File: config.mk
export PLATFORM = sky130hd
export DESIGN_NAME = dbgport_top
export DESIGN_NICKNAME = d
export VERILOG_FILES = /design/src/rtl/dbgport_pkg.sv /design/src/rtl/dbgport_ctrl.sv /design/src/rtl/dbgport_data.sv /design/src/rtl/dbgport_top.sv
export SDC_FILE = /design/constraint.sdc
export NUM_CORES = 1
export LEC_CHECK = 0
export ABC_AREA = 1
export BUFFER_PORTS_ARGS = -buffer_cell sky130_fd_sc_hd__buf_2
export CAP_MARGIN = 40
export CELL_PAD_IN_SITES_DETAIL_PLACEMENT = 0
export CELL_PAD_IN_SITES_GLOBAL_PLACEMENT = 1
export CORE_ASPECT_RATIO = 1.1
export CORE_UTILIZATION = 40
export CTS_CLUSTER_SIZE = 20
export DETAILED_ROUTE_END_ITERATION = 16
export PLACE_DENSITY_LB_ADDON = 0.1
export SLEW_MARGIN = 20
export SYNTH_ARGS = -nofsm -noshare
export SYNTH_HDL_FRONTEND = slang
export SYNTH_SLANG_ARGS = --single-unit
File: constraint.sdc
create_clock -name clk -period 2.1 [get_ports clk]
set_clock_uncertainty 0.15 [all_clocks]
set_input_delay 0.21 -clock clk [delete_from_list [all_inputs] [get_ports clk]]
set_output_delay 0.21 -clock clk [all_outputs]
set_load 0.01 [all_outputs]
File: src/rtl/dbgport_pkg.sv
`timescale 1ns/1ps
package dbgport_pkg;
  // strobes from the frame controller to the datapath
  typedef struct packed {
    logic loadOut;   // snapshot return word at accepted start bit
    logic shiftOut;  // advance return shifter
    logic shiftIn;   // shift a payload bit in
    logic stuff;     // hand frame word to the core
    logic ctrlWr;    // update control bits
    logic discard;   // opcode rejected outside debug mode
    logic capture;   // core completed: take its data word
  } strobes_t;
endpackage

File: src/rtl/dbgport_ctrl.sv
`timescale 1ns/1ps
module dbgport_ctrl
  import dbgport_pkg::*;
#(
  parameter int LONG_W  = 32,
  parameter int SHORT_W = 7
) (
  input  logic     clk,
  input  logic     rstN,
  input  logic     serIn,
  input  logic     coreDone,
  input  logic     coreExc,
  input  logic     isResume,
  output strobes_t strb,
  output logic     frameActive,
  output logic     busy,
  output logic     inDebug,
  output logic     busyErr
);
  localparam int CNT_W = $clog2(LONG_W);

  typedef enum logic [1:0] {S_IDLE, S_KIND, S_SIZE, S_PAY} state_t;

  state_t            state;
  logic              kindQ;
  logic              shortQ;
  logic [CNT_W-1:0]  cnt;
  logic              lastBit;
  logic              startOk;

  always_comb begin
    lastBit       = (state == S_PAY) && (cnt == '0);
    startOk       = (state == S_IDLE) && serIn && !busy;
    strb          = '0;
    strb.loadOut  = startOk;
    strb.shiftOut = (state != S_IDLE);
    strb.shiftIn  = (state == S_PAY);
    strb.stuff    = lastBit && !shortQ && !kindQ && inDebug;
    strb.discard  = lastBit && !shortQ && !kindQ && !inDebug;
    strb.ctrlWr   = lastBit && shortQ && kindQ;
    strb.capture  = coreDone && busy;
  end

  assign frameActive = (state != S_IDLE);

  always_ff @(posedge clk or negedge rstN) begin
    if (!rstN) begin
      state  <= S_IDLE;
      kindQ  <= 1'b0;
      shortQ <= 1'b0;
      cnt    <= '0;
    end else begin
      unique case (state)
        S_IDLE: if (startOk) state <= S_KIND;
        S_KIND: begin
          kindQ <= serIn;
          state <= S_SIZE;
        end
        S_SIZE: begin
          shortQ <= serIn;
          cnt    <= serIn ? CNT_W'(SHORT_W - 1) : CNT_W'(LONG_W - 1);
          state  <= S_PAY;
        end
        S_PAY: begin
          cnt <= cnt - 1'b1;
          if (lastBit) state <= S_IDLE;
        end
        default: state <= S_IDLE;
      endcase
    end
  end

  always_ff @(posedge clk or negedge rstN) begin
    if (!rstN) begin
      busy    <= 1'b0;
      inDebug <= 1'b0;
      busyErr <= 1'b0;
    end else begin
      if (strb.stuff) busy <= 1'b1;
      else if (strb.capture) busy <= 1'b0;

      if (coreExc) inDebug <= 1'b1;
      else if (strb.capture && isResume) inDebug <= 1'b0;

      if ((state == S_IDLE) && serIn && busy) busyErr <= 1'b1;
      else if (startOk) busyErr <= 1'b0;
    end
  end

  // a start bit seen while busy leaves the frame machine idle
  assert_start_blocked_R11: assert property (@(posedge clk) disable iff (!rstN)
    ((state == S_IDLE) && serIn && busy) |=> (state == S_IDLE));

  // status holds until the core reports completion
  assert_busy_hold_R3: assert property (@(posedge clk) disable iff (!rstN)
    (busy && !coreDone) |=> busy);

  // execution only starts in debug mode
  assert_stuff_in_debug_R6: assert property (@(posedge clk) disable iff (!rstN)
    $rose(busy) |-> $past(inDebug));

  // debug mode is left only by a completed resume opcode
  assert_exit_resume_R10: assert property (@(posedge clk) disable iff (!rstN)
    $fell(inDebug) |-> $past(coreDone && busy && isResume));
endmodule

File: src/rtl/dbgport_data.sv
`timescale 1ns/1ps
module dbgport_data
  import dbgport_pkg::*;
#(
  parameter int          LONG_W     = 32,
  parameter int          SHORT_W    = 7,
  parameter logic [31:0] RESUME_OP  = 32'h4C00_0064
) (
  input  logic               clk,
  input  logic               rstN,
  input  logic               serIn,
  input  strobes_t           strb,
  input  logic               frameActive,
  input  logic               busyErr,
  input  logic [LONG_W-1:0]  coreData,
  output logic               serOut,
  output logic [LONG_W-1:0]  insn,
  output logic               stuffValid,
  output logic [SHORT_W-1:0] ctrlBits,
  output logic               isResume
);
  localparam int RET_W = LONG_W + 1;

  logic [LONG_W-2:0] inSr;
  logic [LONG_W-1:0] frameWord;
  logic [LONG_W-1:0] retData;
  logic [RET_W-1:0]  outSr;

  assign frameWord = {inSr, serIn};
  assign isResume  = (insn == LONG_W'(RESUME_OP));

  always_ff @(posedge clk or negedge rstN) begin
    if (!rstN) begin
      inSr       <= '0;
      outSr      <= '0;
      insn       <= '0;
      stuffValid <= 1'b0;
      ctrlBits   <= '0;
      retData    <= '0;
    end else begin
      if (strb.shiftIn) inSr <= frameWord[LONG_W-2:0];

      if (strb.loadOut) outSr <= {busyErr, retData};
      else if (strb.shiftOut) outSr <= {outSr[RET_W-2:0], 1'b0};

      if (strb.stuff) insn <= frameWord;
      stuffValid <= strb.stuff;

      if (strb.ctrlWr) begin
        ctrlBits <= frameWord[SHORT_W-1:0];
        retData  <= LONG_W'(frameWord[SHORT_W-1:0]);
      end else if (strb.discard) begin
        retData <= '1;
      end else if (strb.capture) begin
        retData <= coreData;
      end
    end
  end

  // return bits change on the falling edge, half a cycle ahead of host sampling
  always_ff @(negedge clk or negedge rstN) begin
    if (!rstN) serOut <= 1'b0;
    else       serOut <= frameActive ? outSr[RET_W-1] : 1'b0;
  end

  // the execute strobe lasts a single cycle
  assert_single_pulse_R3: assert property (@(posedge clk) disable iff (!rstN)
    stuffValid |=> !stuffValid);

  // control bits move only on a control-frame strobe
  assert_ctrl_write_R7: assert property (@(posedge clk) disable iff (!rstN)
    !$stable(ctrlBits) |-> $past(strb.ctrlWr));
endmodule

File: src/rtl/dbgport_top.sv
`timescale 1ns/1ps
module dbgport_top
  import dbgport_pkg::*;
#(
  parameter int          LONG_W    = 32,
  parameter int          SHORT_W   = 7,
  parameter logic [31:0] RESUME_OP = 32'h4C00_0064
) (
  input  logic               clk,
  input  logic               rstN,
  input  logic               serIn,
  output logic               serOut,
  output logic               status,
  input  logic               coreExc,
  output logic [LONG_W-1:0]  insn,
  output logic               stuffValid,
  input  logic               coreDone,
  input  logic [LONG_W-1:0]  coreData,
  output logic               inDebug,
  output logic [SHORT_W-1:0] ctrlBits
);
  strobes_t strb;
  logic     frameActive;
  logic     busyErr;
  logic     isResume;

  dbgport_ctrl #(.LONG_W(LONG_W), .SHORT_W(SHORT_W)) uCtrl (
    .clk(clk), .rstN(rstN), .serIn(serIn), .coreDone(coreDone),
    .coreExc(coreExc), .isResume(isResume), .strb(strb),
    .frameActive(frameActive), .busy(status), .inDebug(inDebug),
    .busyErr(busyErr)
  );

  dbgport_data #(.LONG_W(LONG_W), .SHORT_W(SHORT_W), .RESUME_OP(RESUME_OP)) uData (
    .clk(clk), .rstN(rstN), .serIn(serIn), .strb(strb),
    .frameActive(frameActive), .busyErr(busyErr), .coreData(coreData),
    .serOut(serOut), .insn(insn), .stuffValid(stuffValid),
    .ctrlBits(ctrlBits), .isResume(isResume)
  );
endmodule

==> run_results.csv <==
group,metric,value,unit
clocking,cts.clk_slew.worst_paths,0.05,ns
cells_and_area,seq_area,3730,sq um
pwr,power.clock.fraction,0.368,
floorplanning,num_io_pins,80,
synth,synth-main-ff-cell,"sky130_fd_sc_hd__dfrtp_1",
pwr,p_comb_frac,0.212,
placement,placed_cells_incl_taps,961,
setup_path,crit_path_cell_trace,"buf_6",
setup_path,critical_path.startpoint_type,"flip-flop",
setup_path,timing.rr.end,"uData.serOut",
clocking,cts.sink_count,149,
floorplanning,die_y,135,microns
setup_path,timing.critical_path.slowest_cell_delay,0.43,ns
sta,timing.slew.headroom,0.476,
synth,post_synth_inst_count,709,
pwr,power.static_leakage,4.08,nW
pwr,pwr-share-seq,0.420,
setup_path,crit_path_capture,"serOut",
floorplanning,dieArea,16500,sq um
setup_path,reg2reg_setup_slack,0.03,ns
pwr,p_sw_frac,0.290,
floorplanning,num_rows,48,
pwr,reported_net_switching_power,0.00259,W
clocking,cts_htree_levels,4,
routing,drt_wl_total,14100,microns
setup_path,critPathArrivalTime,1.98,ns
setup_path,crit_path_end_kind,"output port",
grt,global_route.overflow_total,0,
run_status,outcome,"complete, but fails checks",
clocking,root_buffer,"sky130_fd_sc_hd__clkbuf_16",
synth,area_share_of_the_largest_cell_type_after_synthesis,0.580,
pwr,cell_internal_pwr,0.00634,W
routing,drc_errors,0,
synth,synth.top_cells.by_area,"sky130_fd_sc_hd__dfrtp_1, sky130_fd_sc_hd__nand2_1, sky130_fd_sc_hd__inv_1",
grt,wire_length_of_the_first_global_routing_pass,23700,microns
routing,detailroute.via_count,4912,
synth,synth_enable_flop_cells,0,
setup_path,worstSetupPathDepth,1,
floorplanning,coreArea,15700,sq um
setup_path,r2r-start,"uCtrl.state[0]",
routing,post_drt_via_cell_ratio,4.78,
pwr,power-per-cell-area,1120,nW/um^2
cells_and_area,layout.filler_cells,1488,
synth,ys_seq_elements,149,
job,cap_viol_max_count,0,
setup_path,timing.critical_path.slowest_stage_cell,"sky130_fd_sc_hd__dfrtn_1",
placement,place_congestion,0.734,
sta,post-route-worst-setup-slack,-0.241,ns
setup_path,worst_setup_path_startpoint,"uData.serOut",
cells_and_area,stdcell_count,1027,
pwr,vdd_drop_max,0.574,mV
floorplanning,start_util,0.407,
synth,synth_async_sr_flop_share,1.00,
floorplanning,die_width,122,microns
grt,maximum_number_of_pins_on_one_net_before_global_route_repair,149,
cells_and_area,diodes_inserted,0,
routing,initial_drt_markers,278,
sta,grt_setup_unrepaired,"true",
sta,finalSetupViolCount,1,
placement,place.port_buffers,79,
cells_and_area,flow.area_growth_from_synthesis,24.3,%
synth,synth_nets,752,
grt,number_of_antenna_violations_at_the_first_check_in_global_routing,1,
setup_path,worst-path-buf-inv,1,
setup_path,reg2regPathDepth,3,
synth,yosys_warnings,0,
sta,slew_violations,0,
sta,worst_slew_pin_slew,0.786,ns
placement,dp.final_hpwl,8640,microns
synth,synth.yosys.seq_area_share,0.584,
synth,synth_top_cell_by_area,"sky130_fd_sc_hd__dfrtp_1",
routing,detail-route-antenna-nets,0,
routing,number_of_optimization_iterations_in_the_first_detailed_route_pass,6,
routing,detail_route.wl_per_cell,13.8,microns
clocking,clock_tree_from_tritoncts,"done",
hold_path,hold_path_class,"in -> reg",
sta,setup_tns,-0.241,ns
setup_path,cp_max_fo,1,
synth,syn_area,6390,sq um
run_status,violations,"negative setup slack",
grt,grt_usage,0.186,
clocking,cts_inserted_buffers,17,
setup_path,worst-setup-path-type,"reg -> out",
clocking,clock_path_buffers,2,
cells_and_area,multi_input_area,2020,sq um
grt,vias_in_the_first_global_route,4932,
cells_and_area,final_layout_size_suffix_gt1_frac,0.167,
synth,syn_avg_cell_area,9.01,sq um
cells_and_area,design.final.nets,858,
setup_path,worst-endpoint-required,1.74,ns
sta,number_of_endpoints_with_negative_hold_slack_in_the_final_report,0,
synth,synth_cell_types,29,
setup_path,critPathTopFamily,"flip-flops",
clocking,worstSkewPairLatency,0.41,ns
==> sequential cells by signal, summed over array words and instances, names as in the netlist <==
| name | cells |
|---|---|
| uCtrl.busy | 1 |
| uCtrl.busyErr | 1 |
| uCtrl.cnt | 5 |
| uCtrl.inDebug | 1 |
| uCtrl.kindQ | 1 |
| uCtrl.shortQ | 1 |
| uCtrl.state | 2 |
| uData.ctrlBits | 7 |
| uData.inSr | 31 |
| uData.insn | 32 |
| uData.outSr | 33 |
| uData.retData | 32 |
| uData.serOut | 1 |
| uData.stuffValid | 1 |
==> through the flow <==
| stage | hold slack [ns] | instance area, sq um | util | worst slack [ns] | total power [W] |
|---|---|---|---|---|---|
| after floorplan | -0.236 | 6410 | - | -0.145 | 0.00512 |
| after global placement | 0.261 | 6940 | 0.443 | 0.0868 | 0.00555 |
| after detailed placement | 0.262 | 6940 | 0.443 | 0.0625 | 0.00562 |
| after CTS | 0.00125 | 7900 | 0.504 | -0.248 | 0.00900 |
| after global routing | 0.0348 | 7940 | 0.506 | -0.285 | 0.00950 |
| final | 0.0136 | 7940 | 0.506 | -0.241 | 0.00892 |
==> metal layers <==
metal,share of wire,global-route usage,vias up
met1,0.46,0.236,2328
met3,0.045,0.0519,25
met4,0.020,0.0779,2
li1,-,-,2461
met2,0.47,0.298,96
met5,0.00071,0,-
==> cell families after synthesis <==
logic type               count (synthesis)  share of synthesized area
AND/OR/NAND/NOR                        287                      0.187
buffers and inverters                  150                      0.102
flip-flops                             149                      0.584
AO/OA/AOI/OAI                          117                      0.115
adder cells (fa/ha/maj)                  6                     0.0118
==> cells in the final DEF (no fill, tap or decap), drive strengths merged <==
master and instances:
a21oi 5, a22oi 1, buf 93, bufinv 5, clkbuf 21, clkinv 4
clkinvlp 1, dfrtn 1, dfrtp 148, dlygate4sd3 32, ha 6, inv 112
nand2 205, nand3 43, nand3b 2, nand4 5, nor2 30, nor3 2
o211ai 2, o21a 6, o21ai 69, o21bai 2, o221ai 32
==> worst min path at each step <==
stage | slack [ns] | from | cells after the start | to
3_3_place_gp | 0.26 | coreExc | 3 | uCtrl.inDebug
5_1_grt | 0.03 | coreData[4] | 5 | uData.retData[4]
2_1_floorplan | -0.24 | rstN | 0 | uCtrl.busy
4_1_cts | 0.001 | coreData[0] | 5 | uData.retData[0]
6_report | 0.01 | coreData[0] | 5 | uData.retData[0]
3_5_place_dp | 0.26 | coreExc | 3 | uCtrl.inDebug
==> what timing repair did <==
action                                 CTS  global route
setup buffers                            0             3
setup endpoints to repair                1            15
pin swaps                                0             1
hold buffers                            32             0
endpoints found under the hold margin  179             0
gates cloned                             0             0
resized for setup                        0             4
==> power groups by stage <==
stage,logic (W),registers [W],clock network (W)
global route,0.00219,0.00382,0.00349
CTS,0.00188,0.00375,0.00336
floorplan,0.00137,0.00375,0
detailed placement,0.00183,0.00380,0
finish,0.00189,0.00375,0.00328
global placement,0.00177,0.00378,0
==> synth_stat cells, types with 5 or more instances <==
cell type and count:
sky130_fd_sc_hd__buf_2 17, sky130_fd_sc_hd__inv_1 108, sky130_fd_sc_hd__o221ai_1 32, sky130_fd_sc_hd__nor2_1 29, sky130_fd_sc_hd__clkbuf_1 10, sky130_fd_sc_hd__dfrtp_1 148, sky130_fd_sc_hd__nand3_1 42, sky130_fd_sc_hd__o21a_1 6
sky130_fd_sc_hd__ha_1 6, sky130_fd_sc_hd__nand2_1 204, sky130_fd_sc_hd__o21ai_0 49, sky130_fd_sc_hd__buf_6 7, sky130_fd_sc_hd__a21oi_1 5, sky130_fd_sc_hd__o21ai_1 19
==> cell type report <==
cell class	count	share of cell area
clock buffers	21	0.0580
inverters	112	0.0533
multi-input cells	410	0.255
repair buffers	125	0.110
flip-flops and latches	149	0.470
clock inverters	10	0.0224
well taps	200	0.0315
(Power assumes the default switching activity.)
